===== config.mk =====
export PLATFORM = sky130hd
export DESIGN_NAME = ref_sched
export DESIGN_NICKNAME = d
export VERILOG_FILES = /design/src/rtl/ref_sched_pkg.sv /design/src/rtl/ref_ivl_timer.sv /design/src/rtl/ref_debt_ctr.sv /design/src/rtl/ref_bank_busy.sv /design/src/rtl/ref_sched.sv
export SDC_FILE = /design/constraint.sdc
export NUM_CORES = 1
export LEC_CHECK = 0
export BUFFER_PORTS_ARGS = -buffer_cell sky130_fd_sc_hd__buf_4
export CAP_MARGIN = 25
export CORE_MARGIN = 1.5
export CORE_UTILIZATION = 30
export DETAILED_ROUTE_END_ITERATION = 8
export GPL_TIMING_DRIVEN = 0
export HOLD_SLACK_MARGIN = 0.02
export PLACE_DENSITY = 0.49
export SYNTH_ARGS = -nofsm -noshare
export SYNTH_HDL_FRONTEND = slang
export SYNTH_HIERARCHICAL = 1
export SYNTH_SLANG_ARGS = --single-unit

===== constraint.sdc =====
create_clock -name clk_i -period 4.5 [get_ports clk_i]
set_input_delay 0.675 -clock clk_i [delete_from_list [all_inputs] [get_ports clk_i]]
set_output_delay 0.675 -clock clk_i [all_outputs]
set_load 0.005 [all_outputs]

===== src/rtl/ref_sched_pkg.sv =====
package ref_sched_pkg;

  typedef enum logic [1:0] {
    RATE_1X  = 2'd0,
    RATE_2X  = 2'd1,
    RATE_4X  = 2'd2,
    RATE_4XB = 2'd3
  } rate_e;

  function automatic int unsigned ceil_div(input int unsigned a, input int unsigned b);
    return (a + b - 1) / b;
  endfunction

  function automatic int unsigned rate_shift(input logic [1:0] r);
    case (rate_e'(r))
      RATE_1X: return 0;
      RATE_2X: return 1;
      default: return 2;
    endcase
  endfunction

endpackage


===== src/rtl/ref_ivl_timer.sv =====
module ref_ivl_timer
  import ref_sched_pkg::*;
#(
  parameter int unsigned CLK_PS  = 8000,
  parameter int unsigned REFI_PS = 3_900_000,
  parameter int unsigned NB      = 8
) (
  input  logic       clk_i,
  input  logic       rst_ni,
  input  logic       mode_i,
  input  logic [1:0] rate_i,
  output logic       tick_o,
  output logic       mode_q_o
);

  localparam int unsigned P_AB = ceil_div(REFI_PS, CLK_PS);
  localparam int unsigned P_PB = ceil_div(REFI_PS / NB, CLK_PS);
  localparam int unsigned CW   = $clog2(P_AB + 1);

  function automatic int unsigned period(input logic m, input logic [1:0] r);
    int unsigned base;
    int unsigned p;
    base = m ? P_PB : P_AB;
    p    = base >> rate_shift(r);
    return (p == 0) ? 1 : p;
  endfunction

  logic [CW-1:0] cnt_q;
  logic          mode_q;

  assign tick_o   = (cnt_q == '0);
  assign mode_q_o = mode_q;

  // settings are sampled only at the boundary
  always_ff @(posedge clk_i or negedge rst_ni) begin
    if (!rst_ni) begin
      cnt_q  <= CW'(P_AB - 1);
      mode_q <= 1'b0;
    end else if (tick_o) begin
      cnt_q  <= CW'(period(mode_i, rate_i) - 1);
      mode_q <= mode_i;
    end else begin
      cnt_q  <= cnt_q - 1'b1;
    end
  end

endmodule


===== src/rtl/ref_debt_ctr.sv =====
module ref_debt_ctr #(
  parameter int unsigned MAX_DEBT = 8,
  localparam int unsigned DW = $clog2(MAX_DEBT + 1)
) (
  input  logic          clk_i,
  input  logic          rst_ni,
  input  logic          inc_i,
  input  logic          dec_i,
  output logic [DW-1:0] debt_o,
  output logic          full_o
);

  logic [DW-1:0] debt_q, debt_d;

  assign full_o = (debt_q == DW'(MAX_DEBT));
  assign debt_o = debt_q;

  always_comb begin
    debt_d = debt_q;
    case ({inc_i, dec_i})
      2'b10:   if (!full_o) debt_d = debt_q + 1'b1;
      2'b01:   if (debt_q != '0) debt_d = debt_q - 1'b1;
      default: debt_d = debt_q;
    endcase
  end

  always_ff @(posedge clk_i or negedge rst_ni) begin
    if (!rst_ni) debt_q <= '0;
    else         debt_q <= debt_d;
  end

endmodule


===== src/rtl/ref_bank_busy.sv =====
module ref_bank_busy #(
  parameter int unsigned NB      = 8,
  parameter int unsigned RFC_CYC = 17,
  localparam int unsigned RW = $clog2(RFC_CYC + 1)
) (
  input  logic          clk_i,
  input  logic          rst_ni,
  input  logic [NB-1:0] load_i,
  output logic [NB-1:0] busy_o
);

  for (genvar b = 0; b < NB; b++) begin : g_bank
    logic [RW-1:0] cnt_q;

    always_ff @(posedge clk_i or negedge rst_ni) begin
      if (!rst_ni)             cnt_q <= '0;
      else if (load_i[b])      cnt_q <= RW'(RFC_CYC);
      else if (cnt_q != '0)    cnt_q <= cnt_q - 1'b1;
    end

    assign busy_o[b] = (cnt_q != '0);
  end

endmodule


===== src/rtl/ref_sched.sv =====
module ref_sched
  import ref_sched_pkg::*;
#(
  parameter int unsigned NB       = 8,
  parameter int unsigned CLK_PS   = 8000,
  parameter int unsigned REFI_PS  = 3_900_000,
  parameter int unsigned RFC_PS   = 130_000,
  parameter int unsigned MAX_DEBT = 8,
  localparam int unsigned BW      = $clog2(NB),
  localparam int unsigned DW      = $clog2(MAX_DEBT + 1),
  localparam int unsigned RFC_CYC = ceil_div(RFC_PS, CLK_PS)
) (
  input  logic          clk_i,
  input  logic          rst_ni,
  input  logic          mode_i,
  input  logic [1:0]    rate_i,
  input  logic          gnt_i,
  output logic          req_o,
  output logic          req_all_o,
  output logic [BW-1:0] req_bank_o,
  output logic          urgent_o,
  output logic [DW-1:0] debt_o,
  output logic [NB-1:0] bank_busy_o
);

  logic          tick;
  logic          mode_q;
  logic          acc;
  logic          tgt_idle;
  logic [BW-1:0] ptr_q;
  logic [NB-1:0] load;
  logic [NB-1:0] busy;
  logic [DW-1:0] debt;

  ref_ivl_timer #(
    .CLK_PS (CLK_PS),
    .REFI_PS(REFI_PS),
    .NB     (NB)
  ) u_ivl (
    .clk_i   (clk_i),
    .rst_ni  (rst_ni),
    .mode_i  (mode_i),
    .rate_i  (rate_i),
    .tick_o  (tick),
    .mode_q_o(mode_q)
  );

  ref_debt_ctr #(
    .MAX_DEBT(MAX_DEBT)
  ) u_debt (
    .clk_i (clk_i),
    .rst_ni(rst_ni),
    .inc_i (tick),
    .dec_i (acc),
    .debt_o(debt),
    .full_o(urgent_o)
  );

  ref_bank_busy #(
    .NB     (NB),
    .RFC_CYC(RFC_CYC)
  ) u_busy (
    .clk_i (clk_i),
    .rst_ni(rst_ni),
    .load_i(load),
    .busy_o(busy)
  );

  assign tgt_idle = mode_q ? !busy[ptr_q] : (busy == '0);
  assign req_o    = (debt != '0) && tgt_idle;
  assign acc      = gnt_i && req_o;

  always_comb begin
    load = '0;
    if (acc) begin
      if (mode_q) load[ptr_q] = 1'b1;
      else        load = '1;
    end
  end

  always_ff @(posedge clk_i or negedge rst_ni) begin
    if (!rst_ni)             ptr_q <= '0;
    else if (acc && mode_q)  ptr_q <= (ptr_q == BW'(NB - 1)) ? '0 : ptr_q + 1'b1;
  end

  assign req_all_o   = !mode_q;
  assign req_bank_o  = ptr_q;
  assign debt_o      = debt;
  assign bank_busy_o = busy;

endmodule


**After elaboration in Yosys (flattened, before gate mapping)**

Index checks and enable logic that the tools add are counted.

- Bits in registers: 57
- Input port bits: 6
- Output and inout port bits: 18
- Logic and storage cells: 96

- Add/sub/neg operators: 13
- Order comparisons: 2
- Equal/unequal tests: 7
- Shift operators: 1
- Multiplexer cells: 32
- Reduce and logical (&&, ||, !) cells: 29

Operator list:

| kind | count |
|---|---|
| $mux W5 | 16 |
| $reduce_bool A5 Y1 | 8 |
| $sub A5 B1 Y5 const B | 8 |
| $logic_not A32 Y1 | 1 |
| $mux W32 | 1 |
| $shr A9 B32 Y32 | 1 |
| $mux W9 | 3 |
| $reduce_bool A2 Y1 | 9 |
| $sub A9 B1 Y9 const B | 2 |
| $mux W8 | 2 |
| $logic_not A9 Y1 | 1 |
| $logic_not A8 Y1 | 1 |
| $mux W4 | 2 |
| $pmux W4 S2 | 1 |
| $add A4 B1 Y4 const B | 1 |
| $eq A2 B1 Y1 const B | 2 |
| $eq A4 B4 Y1 const B | 1 |
| $logic_and A1 B1 Y1 | 4 |
| $lt A3 B4 Y1 const B | 1 |
| $ne A2 B2 Y1 const B | 2 |
| $pmux W2 S2 | 1 |
| $reduce_bool A4 Y1 | 1 |
| $sub A4 B1 Y4 const B | 1 |
| $add A3 B1 Y3 const B | 1 |
| other kinds (10) | 13 |

**Longest topological paths before layout**

Gate-level depths: netlist of the first run.

- Depth in word-level cells: 10
- Depth in mapped cells: 14
- Depth with buffers taken out: 13

**Modules after synthesis**

Netlist of the first run, hierarchy kept.

Modules (own cells, without submodules):

| module | times used | cells an instance | area an instance (um^2) | sequential area each (um^2) |
|---|---|---|---|---|
| ref_bank_busy | 1 | 200 | 2093.3 | 1001.0 |
| ref_ivl_timer | 1 | 65 | 655.6 | 259.0 |
| ref_sched | 1 | 52 | 436.7 | 75.1 |
| ref_debt_ctr | 1 | 25 | 269.0 | 100.1 |

**Worst setup path before layout of the first run**

OpenSTA, ideal clock, no wires.

- Path kind: register -> register
- Start: reg u_busy.g_bank[2].cnt_q[0]
- End: reg u_debt.debt_q[2], in the netlist u_debt/debt_o[2]
- Library setup time: 0.065 ns
- Arrival time: 3.351 ns
- Required time: 4.435 ns
- Slack: 1.083 ns
- Stages on the path, launching flop included: 15
- Period minus slack after synthesis: 3.417 ns
- Path through: dfrtp_1 inv_1 ha_1 or4b_4 buf_6 nor4_1 nand3_1 o31a_1 nor2_1 nand2b_1 xnor2_1 ha_1 or4b_4 a221oi_2 a31o_1

- Cells in the longest elaborated chain, start to end: 10

Ends and longest elaborated chain:

| item | RTL line | source |
|---|---|---|
| from (decl) | ref_bank_busy.sv:13 | `logic [RW-1:0] cnt_q;` |
| from (signal assigned) | ref_bank_busy.sv:17 | `else if (load_i[b]) cnt_q <= RW'(RFC_CYC);` |
| from (signal assigned) | ref_bank_busy.sv:18 | `else if (cnt_q != '0) cnt_q <= cnt_q - 1'b1;` |
| $reduce_bool A5 Y1 (*) | ref_bank_busy.sv:21 | `assign busy_o[b] = (cnt_q != '0);` |
| net bank_busy_o[2] | ref_sched.sv:23 | `output logic [NB-1:0] bank_busy_o` |
| $bmux W1 S3 | ref_sched.sv:69 | `assign tgt_idle = mode_q ? !busy[ptr_q] : (busy == '0);` |
| $mux W1 (not written as such) | ref_sched.sv:69 |  |
| $logic_not A1 Y1 | ref_sched.sv:69 |  |
| $mux W1 (*) | ref_sched.sv:69 |  |
| $logic_and A1 B1 Y1 (*) | ref_sched.sv:70 | `assign req_o = (debt != '0) && tgt_idle;` |
| $logic_and A1 B1 Y1 (*) | ref_sched.sv:71 | `assign acc = gnt_i && req_o;` |
| net acc | ref_sched.sv:28 | `logic acc;` |
| $eq A2 B1 Y1 or $eq A2 B2 Y1 (tied branches) | ref_debt_ctr.sv:20 | `case ({inc_i, dec_i})` |
| $ne A2 B2 Y1 (no line) or $reduce_bool A2 Y1 (tied branches) | - |  |
| $reduce_and A3 Y1 (no line) | - |  |
| to (signal assigned) | ref_debt_ctr.sv:29 | `else debt_q <= debt_d;` |
| to (decl) | ref_debt_ctr.sv:13 | `logic [DW-1:0] debt_q, debt_d;` |

Mark *: on every way through the listed nets, which the timed path passes. The rest lies on a longest branch. The select of a mux whose other input is x is not followed.
A chain may end at the register's enable or synchronous reset.

**Worst setup path after layout of the first run**

- Start: reg u_busy.g_bank[2].cnt_q[0]
- End: reg u_debt.debt_q[2], in the netlist u_debt/debt_o[2]

- Cells in the longest elaborated chain, start to end: 10

Ends and longest elaborated chain:

| item | RTL line |
|---|---|
| $reduce_bool A5 Y1 (*) | ref_bank_busy.sv:21 |
| $bmux W1 S3 | ref_sched.sv:69 |
| $mux W1 (not written as such) | ref_sched.sv:69 |
| $logic_not A1 Y1 | ref_sched.sv:69 |
| $mux W1 (*) | ref_sched.sv:69 |
| $logic_and A1 B1 Y1 (*) | ref_sched.sv:70 |
| $logic_and A1 B1 Y1 (*) | ref_sched.sv:71 |
| net acc | ref_sched.sv:28 |
| $eq A2 B1 Y1 or $eq A2 B2 Y1 (tied branches) | ref_debt_ctr.sv:20 |
| $ne A2 B2 Y1 (no line) or $reduce_bool A2 Y1 (tied branches) | - |
| $reduce_and A3 Y1 (no line) | - |

Marked as above.

==> results_dict.tcl, run 1 <==
set metrics [dict create \
    run_status "finished, final reports clean" \
    ys_seq_elements 57 \
    crit_chain "inv_1 -> ha_1 -> or4b_4 -> buf_6 -> nor4_1 -> nand3_1 -> o31a_1 -> nor2_1 -> nand2b_1 -> xnor2_1 -> ha_1 -> or4b_4 -> a221oi_2 -> a31o_1" \
    grt_max_degree 58 \
    clk_latency_ns 0.32 \
    setup_viol 0 \
    ir_drop_mv 0.243 \
    first_pass_iters 4 \
    ys_warn_count 6 \
    track_usage_pct 12.5 \
    core_area_um2 11300 \
    critical-path-slowest-cell "or4b_4" \
    tns_ns 0 \
    syn_area_per_cell_um2 10.1 \
    synthFlopType "dfrtp_1" \
    worst-path-buf-inv 2 \
    syn_nets 360 \
    async_reset_ff_share_pct 100 \
    cp_top_family "simple AND/OR/NAND/NOR gates" \
    final.setup.worst_slack_ns 0.572 \
    path_max_fanout 9 \
    viasPerCell 4.91 \
    cp-end-kind "flop" \
    cts.repair.resized 0 \
    final_common_cell "dfrtp_1" \
    io_buffers 23 \
    skew_ns 0.00419 \
    syn_to_final_growth_pct 17.3 \
    synth_cells 342 \
    clock_path_buffers 2 \
    worstSetupPathType "flop to flop" \
    cap_viol_max_count 0 \
    die_area_um2 12200 \
    rsz0062_at_grt "false" \
    cts_setup_buffers 0 \
    max_stage_delay_ns 0.49 \
    ios 24 \
    ys_seq_area_share_pct 41.5 \
    hold_violations 0 \
    period_minus_slack_ns 3.93 \
    worst_slew_pin_slew_ns 0.744 \
    antenna-diode-count 0 \
    slew_headroom_pct 50.4 \
    grt_pass1_wl_um 11800 \
    wire_per_inst_um 13.3 \
    timing.fmax_ghz 0.255 \
    cts_tree "built" \
    hp-class "primary input to asynchronous set/reset pin" \
    ys_types 56 \
    powerDensity_nw_per_um2 539 \
    clock_sinks 57 \
    cts_made_buffers 9 \
    synth_edf_count 0 \
    slew_viol_final 0 \
    final.period_utilization_pct 87.3 \
    cts_hold_buffers 0 \
    arrival_ns 4.19 \
    syn_area_um2 3450 \
    die_w_um 110 \
    drive_gt1_share_pct 21.9 \
    drt_wl_total_um 6950 \
    worstSetupStartpointType "flop" \
    h-tree-depth 3 \
    dp_hpwl_um 4800 \
    drt_iter0_drc 95 \
    grt-ovfl-total 0 \
    die_y_um 110 \
    dr_total_vias 2565 \
    crit_required_ns 4.76 \
    final_nets 394 \
    final_cell_mix "dfrtp_1 (50), inv_1 (29), a21oi_1 (29)" \
    grt_pass1_vias 2524 \
    leakage_nw 1.78 \
    drc 0 \
    cts-root-buf "clkbuf_16" \
    row_count 39 \
    antenna_found_initial 0 \
    initial_core_util_pct 30.5 \
    clk_pin_slew_worst_paths_ns 0.05 \
    place_worst_setup_slack_ns 0.580 \
    routabilityCongestion 0.742 \
    ant_nets 0 \
]
## state kept, by name, summed over array words and instances, names as in the netlist
signal / cells
u_ivl/mode_q_o: 1
u_ivl/cnt_q: 9
u_debt/debt_o: 4
req_bank_o: 3
u_busy/g_bank.cnt_q: 40
## synthesized netlist by cell type (all sizes together) (3+ instances only)
cell type | count | share of area (%)
a211o | 8 | 2.0
a211oi | 12 | 3.8
a21o | 9 | 2.0
a21oi | 29 | 4.2
buf | 14 | 3.7
dfrtp | 50 | 36
dfstp | 7 | 5.3
ha | 12 | 4.3
inv | 30 | 3.3
mux2 | 5 | 1.6
mux2i | 5 | 1.4
nand2 | 19 | 2.1
nand2b | 16 | 2.9
nand3 | 3 | 0.43
nand3b | 8 | 1.7
nor2 | 27 | 2.9
nor3 | 5 | 0.72
nor4 | 4 | 1.6
o21ai | 3 | 0.54
o31a | 3 | 0.76
o31ai | 4 | 1.2
or2b | 7 | 1.5
or3 | 10 | 1.8
or4 | 6 | 1.4
or4b | 9 | 3.4
xnor2 | 12 | 3.0
## metal layers
| metal | up-vias | routed length (µm) | global-route usage, % |
|---|---|---|---|
| li1 | 1289 | - | - |
| met2 | 40 | 3260 | 20.4 |
| met5 | - | 0 | 0 |
| met4 | 0 | 89 | 4.67 |
| met3 | 13 | 281 | 4.12 |
| met1 | 1223 | 3320 | 15.4 |
## worst reg2reg max path, delay by kind of cell (launching register included)
kind | cells | cell delay, ns
adders and majority gates | 2 | 0.41
DFF | 1 | 0.40
xor gates and xnor gates | 1 | 0.15
AOI/OAI and AO/OA | 3 | 0.58
buffers and inverters | 2 | 0.23
and+or+nand+nor | 6 | 2.10
## power by group
part,switching (mW),total (mW),leakage [nW],internal (mW)
combinational,0.357,0.795,0.954,0.438
clock,0.215,0.580,0.120,0.364
sequential,0.134,0.810,0.703,0.676
## cell families after synthesis
logic type | share of synthesized area (%)
mux | 3.08
compound gates | 17.9
xor+xnor | 3.30
flops | 41.5
simple gates | 22.9
fa+ha+maj | 4.35
buf+inv | 6.99
## final cells by class
class,count,area (µm²)
Inverter,30,113
Timing Repair Buffer,23,173
Sequential cell,57,1440
Clock inverter,1,5.00
Clock buffer,13,240
Fill cell,1172,7270
Buffer,14,129
Tap cell,143,179
Multi-Input combinational cell,241,1780
## per-stage QoR
stage	util [%]	instance area (µm²)	total power, mW	instances	hold WS [ns]
after floorplan	-	3450	1.44	342	0.379
after global placement	33.6	3810	1.59	508	0.490
after detailed placement	33.6	3810	1.62	508	0.495
after CTS	35.8	4050	2.22	522	0.465
after global routing	35.8	4050	2.36	522	0.497
final	35.8	4050	2.19	522	0.424
## path summary, 6_finish.rpt
kind,cells past startpoint,from,endpoint,slack [ns]
max in group asynchronous,1,rst_ni,u_busy/g_bank[4].cnt_q[3],3.59
max,14,u_busy/g_bank[2].cnt_q[0],u_debt/debt_o[2],0.57
min in group clk_i,1,u_busy/g_bank[7].cnt_q[4],u_busy/g_bank[7].cnt_q[4],0.50
max reg2reg,14,u_busy/g_bank[2].cnt_q[0],u_debt/debt_o[2],0.57
min reg2reg,1,u_busy/g_bank[7].cnt_q[4],u_busy/g_bank[7].cnt_q[4],0.50
min,1,rst_ni,u_busy/g_bank[0].cnt_q[4],0.42
Note: power is estimated with default switching activity, not from simulation.
==> inputs of run 2 (changes only) <==
Settings changed: CORE_ASPECT_RATIO set to 1.5.
==> run 2 against run 1 <==
Utilization increased by 0.86 points. Sequential share of layout area decreased by 0.19 points. Global-route usage decreased by 0.092 points. Total power increased by 1.0%. Sequential power about the same. Count of clock-buffer cells in the layout increased by 3. Via count increased by 0.70%. Die area increased by 0.10%. Design area increased by 0.53%.
==> results_dict.tcl, run 2 (synthesis results as in run 1) <==
set metrics [dict create \
    clk_latency_ns 0.33 \
    cts.repair.resized 0 \
    final.period_utilization_pct 84.5 \
    cts-root-buf "clkbuf_16" \
    met2_length_um 3360 \
    cts_hold_buffers 0 \
    grt_pass1_vias 2543 \
    hp-class "primary input to asynchronous set/reset pin" \
    worst_slew_pin_slew_ns 0.759 \
    r2r-start "u_busy/g_bank[5].cnt_q[0]" \
    viasPerCell 4.89 \
    r2r-end "u_debt/debt_o[2]" \
    cap_viol_max_count 0 \
    max_stage_delay_ns 0.49 \
    utilization_pct 36.6 \
    setup_viol 0 \
    final_common_cell "dfrtp_1" \
    run_status "finished, final reports clean" \
    grt-ovfl-total 0 \
    ir_drop_mv 0.193 \
    timing.hold.ws_ns 0.424 \
    cts_setup_buffers 0 \
    tns_ns 0 \
    path_max_fanout 9 \
    crit_chain "inv_1 -> ha_1 -> or4b_1 -> buf_2 -> nor4_1 -> nand3_1 -> o31a_1 -> nor2_1 -> nand2b_1 -> xnor2_1 -> ha_1 -> or4b_4 -> a221oi_2 -> a31o_1" \
    cp-end-kind "flop" \
    routabilityCongestion 0.775 \
    grt_max_degree 58 \
    cts_made_buffers 9 \
    cp-startpoint "u_busy/g_bank[5].cnt_q[0]" \
    stdcell_count 528 \
    crit_required_ns 4.77 \
    cp-endpoint "u_debt/debt_o[2]" \
    drc 0 \
    powerDensity_nw_per_um2 542 \
    ios 24 \
    period_minus_slack_ns 3.80 \
    worstSetupStartpointType "flop" \
    first_pass_iters 4 \
    clock_path_buffers 2 \
    syn_to_final_growth_pct 17.9 \
    slew_headroom_pct 49.4 \
    final_cell_area_um2 4070 \
    dp_cells 512 \
    drt_iter0_drc 113 \
    place_worst_setup_slack_ns 0.680 \
    ff2ff_path_depth 14 \
    top_layer "met4" \
    drt_wl_total_um 6950 \
    cp_top_family "simple AND/OR/NAND/NOR gates" \
    rsz0062_at_grt "false" \
    wirelength_met1_um 3190 \
    crit_top_cell "ha_1" \
    worstSetupPathType "flop to flop" \
    clk_pin_slew_worst_paths_ns 0.05 \
    cp.depth 14 \
    antenna_found_initial 0 \
    dr_total_vias 2583 \
    final_cell_mix "dfrtp_1 (50), inv_1 (29), a21oi_1 (29)" \
    largest_register_ffs 40 \
    grt_pass1_wl_um 12100 \
    row_count 47 \
    core_area_um2 11100 \
    leakage_nw 1.78 \
    clock_sinks 57 \
    die_area_um2 12200 \
    route.met3.wl_um 220 \
    dp_hpwl_um 4880 \
    critical-path-slowest-cell "or4b_4" \
    top_register "u_busy/g_bank.cnt_q" \
    antenna-diode-count 0 \
    track_usage_pct 12.4 \
    initial_core_util_pct 31.1 \
    worst-path-buf-inv 2 \
    die_w_um 90.6 \
    cts_tree "built" \
    h-tree-depth 3 \
    r2r_slack_ns 0.70 \
    io_buffers 23 \
    arrival_ns 4.07 \
    timing.fmax_ghz 0.263 \
    hold_violations 0 \
    die_y_um 134 \
    place_area_um2 3810 \
    slew_viol_final 0 \
    ant_nets 0 \
    finalPower_mw 2.21 \
    skew_ns 0.00503 \
    final_nets 394 \
    final.setup.worst_slack_ns 0.699 \
    wire_per_inst_um 13.2 \
    drive_gt1_share_pct 21.8 \
]
-- run 2: changes by cell type in the layout (fill, tap and decap cells not counted) --
cell      previous run  this run
clkbuf_1             4         6
clkbuf_8             0         1
clkinv_2             1         0
-- run 2: power breakdown --
part	switching [mW]	total (mW)	internal (mW)	leakage, nW
logic	0.354	0.792	0.438	0.954
clock network	0.216	0.603	0.387	0.125
registers	0.137	0.813	0.676	0.703
total	0.706	2.21	1.50	1.78
-- run 2: final cells by class --
| cell class | count | area (µm²) |
|---|---|---|
| well taps | 147 | 184 |
| flip-flops and latches | 57 | 1440 |
| inverters | 30 | 113 |
| clock buffers | 16 | 262 |
| plain buffers | 14 | 129 |
| fillers | 1143 | 7040 |
| repair buffers | 23 | 173 |
| multi-input cells | 241 | 1780 |
-- run 2: metal layers --
layer / track usage [%] / vias up
li1: - / 1291
met1: 14.9 / 1249
met2: 20.3 / 32
met3: 2.27 / 11
met4: 7.94 / 0
met5: 0 / -
-- run 2: worst register-to-register path, delay by kind of cell, from the launching register on --
family,cells,cell delay [ns]
AND/OR/NAND/NOR,6,1.93
AO/OA/AOI/OAI,3,0.59
adder cells (fa/ha/maj),2,0.42
flip-flops,1,0.40
buffers and inverters,2,0.26
XOR/XNOR,1,0.14
-- run 2: worst min path at each step --
stage	start	to	slack, ns	cells after the start
3_5_place_dp	u_busy/g_bank[7].cnt_q[4]	u_busy/g_bank[7].cnt_q[4]	0.49	1
5_1_grt	rst_ni	u_busy/g_bank[6].cnt_q[3]	0.50	1
2_1_floorplan	rst_ni	req_bank_o[0]	0.38	0
6_report	rst_ni	u_busy/g_bank[6].cnt_q[3]	0.42	1
3_3_place_gp	u_busy/g_bank[5].cnt_q[4]	u_busy/g_bank[5].cnt_q[4]	0.48	1
4_1_cts	rst_ni	u_busy/g_bank[6].cnt_q[3]	0.46	1
==> inputs of run 3 (changes only) <==
Settings changed: ABC_AREA set to 1, PLACE_DENSITY 0.49 to 0.51.
Clock period 4.5 ns to 3.09 ns, I/O delays scaled along.
==> run 3 against run 2 <==
Setup slack worse by 0.28 ns. Sequential power is 69% higher. Clock power grew 81%. Register-to-register slack lost 0.28 ns. Critical path type unchanged. Via count rose by 19%. Total power grew 110%. Maximum frequency rose by 42%. Combinational power rose to 2.9 times the previous value. Routed wire length is 6.0% higher. Cell count grew 30%. Non-clock buffer count is 10 lower. Critical endpoint unchanged.
==> results_dict.tcl, run 3 <==
set metrics [dict create \
    io_buffers 23 \
    hold_violations 0 \
    yosys.area.top_type "dfrtp_1" \
    path_max_fanout 9 \
    final.period_utilization_pct 86.6 \
    powerDensity_nw_per_um2 1030 \
    synth_cells 493 \
    worst-path-buf-inv 5 \
    first_pass_iters 4 \
    period_minus_slack_ns 2.68 \
    slew_headroom_pct 49.8 \
    internal_power_mw 2.79 \
    antenna-diode-count 0 \
    syn_nets 511 \
    utilization_pct 37.0 \
    synthFlopType "dfrtp_1" \
    antenna_found_initial 0 \
    syn_area_um2 3830 \
    ys_warn_count 6 \
    timing.fmax_ghz 0.374 \
    die_w_um 95.3 \
    drt_wl_total_um 7370 \
    slew_viol_final 0 \
    hp-class "primary input to asynchronous set/reset pin" \
    synth_area_leaders "dfrtp_1 (33%), nand2_1 (9.8%), inv_1 (8.1%)" \
    final_common_cell "nand2_1" \
    clock_path_buffers 2 \
    routabilityCongestion 0.755 \
    place_area_um2 4200 \
    worst_slew_pin_slew_ns 0.753 \
    synth_common_cells "nand2_1 (100), inv_1 (83), nor2_1 (55)" \
    worstSetupStartpointType "flop" \
    drt_iter0_drc 99 \
    track_usage_pct 12.4 \
    arrival_ns 2.87 \
    setup_viol 0 \
    ys_seq_area_share_pct 37.5 \
    drc 0 \
    grt_pass1_vias 3043 \
    largest_register_ffs 40 \
    ios 24 \
    r2r-start "u_busy/g_bank[2].cnt_q[0]" \
    cts_made_buffers 9 \
    p_comb_share_pct 48.0 \
    clk_pin_slew_worst_paths_ns 0.05 \
    rsz0062_at_grt "false" \
    cp-end-kind "flop" \
    final_cell_mix "nand2_1 (100), inv_1 (82), nor2_1 (54)" \
    synth_top_area_share_pct 32.7 \
    row_count 50 \
    crit_top_cell "nand2_1" \
    ant_nets 0 \
    run_status "finished, final reports clean" \
    dp_cells 672 \
    wire_per_inst_um 10.7 \
    viasPerCell 4.46 \
    p_sw_mw 1.95 \
    r2r-end "u_debt/debt_o[2]" \
    ys_types 34 \
    ys_seq_elements 57 \
    drive_gt1_share_pct 26.9 \
    final_cell_area_um2 4610 \
    r2r_slack_ns 0.41 \
    grt_pass1_wl_um 13200 \
    h-tree-depth 3 \
    grt_max_degree 58 \
    max_stage_delay_ns 0.37 \
    cts-root-buf "clkbuf_16" \
    cp_top_family "simple AND/OR/NAND/NOR gates" \
    multiInputGateArea_um2 2070 \
    clock_power_share_pct 23.0 \
    critical-path-slowest-cell "dfrtp_1" \
    crit_chain "inv_1 -> ha_2 -> nand3_4 -> nor2_1 -> nand2_1 -> nor2_1 -> nor2_1 -> nor2_2 -> nand2_1 -> inv_2 -> nand2_4 -> inv_2 -> nand3_1 -> nand2_1 -> inv_1 -> ha_1 -> inv_1 -> nand2_1 -> xnor2_1 -> nand2_1 -> o21ai_0" \
    async_reset_ff_share_pct 100 \
    dp_hpwl_um 5490 \
    crit_required_ns 3.29 \
    yosysMostFrequentCell "nand2_1" \
    die_area_um2 13500 \
    fill_cells 1289 \
    grt-ovfl-total 0 \
    p_seq_share_pct 29.0 \
    ff2ff_path_depth 21 \
    sw_frac_of_total_pct 41.1 \
    stdcell_count 688 \
    synth_edf_count 0 \
    top_register "u_busy/g_bank.cnt_q" \
    final_nets 545 \
    syn_area_per_cell_um2 7.77 \
    cts_tree "built" \
    leakage_nw 2.35 \
    syn_to_final_growth_pct 20.4 \
    die_y_um 141 \
    worstSetupPathType "flop to flop" \
    core_area_um2 12400 \
    dr_total_vias 3070 \
    ir_drop_mv 0.573 \
    clk_latency_ns 0.32 \
    skew_ns 0.00430 \
    regArea_um2 1440 \
    cap_viol_max_count 0 \
    initial_core_util_pct 30.8 \
    clock_sinks 57 \
    tns_ns 0 \
]
[run 3: cell count changes in the layout (fill, tap and decap cells not counted), sizes merged, moves of 14 or more]
| cell | delta |
|---|---|
| inv | +67 |
| nand4 | +14 |
| nand3 | +57 |
| a21oi | -26 |
| nand2b | -16 |
| nor2 | +53 |
| nand2 | +110 |
[run 3: cells by family after synthesis]
kind of cell,after synthesis,synth area share [%]
compound gates,21,3.07
xor+xnor,14,3.40
fa+ha+maj,12,3.92
buf+inv,102,10.8
flops,57,37.5
simple gates,287,41.4
[run 3: worst max-delay path by stage]
stage / slack, ns / cells after the start / end / start
finish: 0.41 / 21 / u_debt/debt_o[2] / u_busy/g_bank[2].cnt_q[0]
floorplan: 0.64 / 21 / u_debt/debt_o[2] / u_busy/g_bank[7].cnt_q[0]
CTS: 0.25 / 21 / u_debt/debt_o[2] / u_busy/g_bank[5].cnt_q[0]
detailed placement: 0.27 / 21 / u_debt/debt_o[2] / u_busy/g_bank[4].cnt_q[0]
global placement: 0.27 / 21 / u_debt/debt_o[2] / u_busy/g_bank[4].cnt_q[0]
global route: 0.02 / 21 / u_debt/debt_o[2] / u_busy/g_bank[2].cnt_q[0]
[run 3: power groups by stage]
stage | clock (mW) | combinational, mW | sequential, mW
4_1_cts | 1.11 | 2.18 | 1.37
2_1_floorplan | 0 | 1.71 | 1.33
3_3_place_gp | 0 | 2.12 | 1.38
6_report | 1.09 | 2.27 | 1.37
5_1_grt | 1.15 | 2.64 | 1.42
3_5_place_dp | 0 | 2.16 | 1.38
[run 3: metal layers]
layer  global-route usage (%)  up-vias  part of all wire, %
met4                     5.18        0                  1.6
met3                     2.73        8                  3.1
met5                        0        -                    0
li1                         -     1597                    -
met2                     21.6       39                   52
met1                     14.2     1426                   43
[run 3: layout make-up]
| cell class | instances | share of cell area [%] |
|---|---|---|
| Timing Repair Buffer | 23 | 3.74 |
| Sequential cell | 57 | 31.1 |
| Inverter | 98 | 8.14 |
| Buffer | 4 | 0.814 |
| Multi-Input combinational cell | 334 | 44.8 |
| Clock inverter | 5 | 1.68 |
| Clock buffer | 11 | 5.48 |
| Tap cell | 156 | 4.23 |
[run 3: per-stage QoR]
stage	hold WS [ns]	setup slack (ns)	power, mW
after global routing	0.284	0.0164	5.21
after detailed placement	0.457	0.272	3.55
final	0.209	0.415	4.73
after floorplan	0.168	0.635	3.04
after global placement	0.456	0.268	3.50
after CTS	0.249	0.251	4.67
[run 3: what timing repair did]
action,in CTS,in global routing
resized for setup,0,16
setup endpoints to repair,0,1
hold buffers,0,0
setup buffers,0,0
hold endpoints to repair,0,0
[run 3: worst register-to-register path: cells and delay by family (launching register included)]
family	cells	cell delay, ns
simple gates	12	1.16
fa+ha+maj	2	0.41
buf+inv	5	0.41
flops	1	0.37
xor+xnor	1	0.13
compound gates	1	0.08
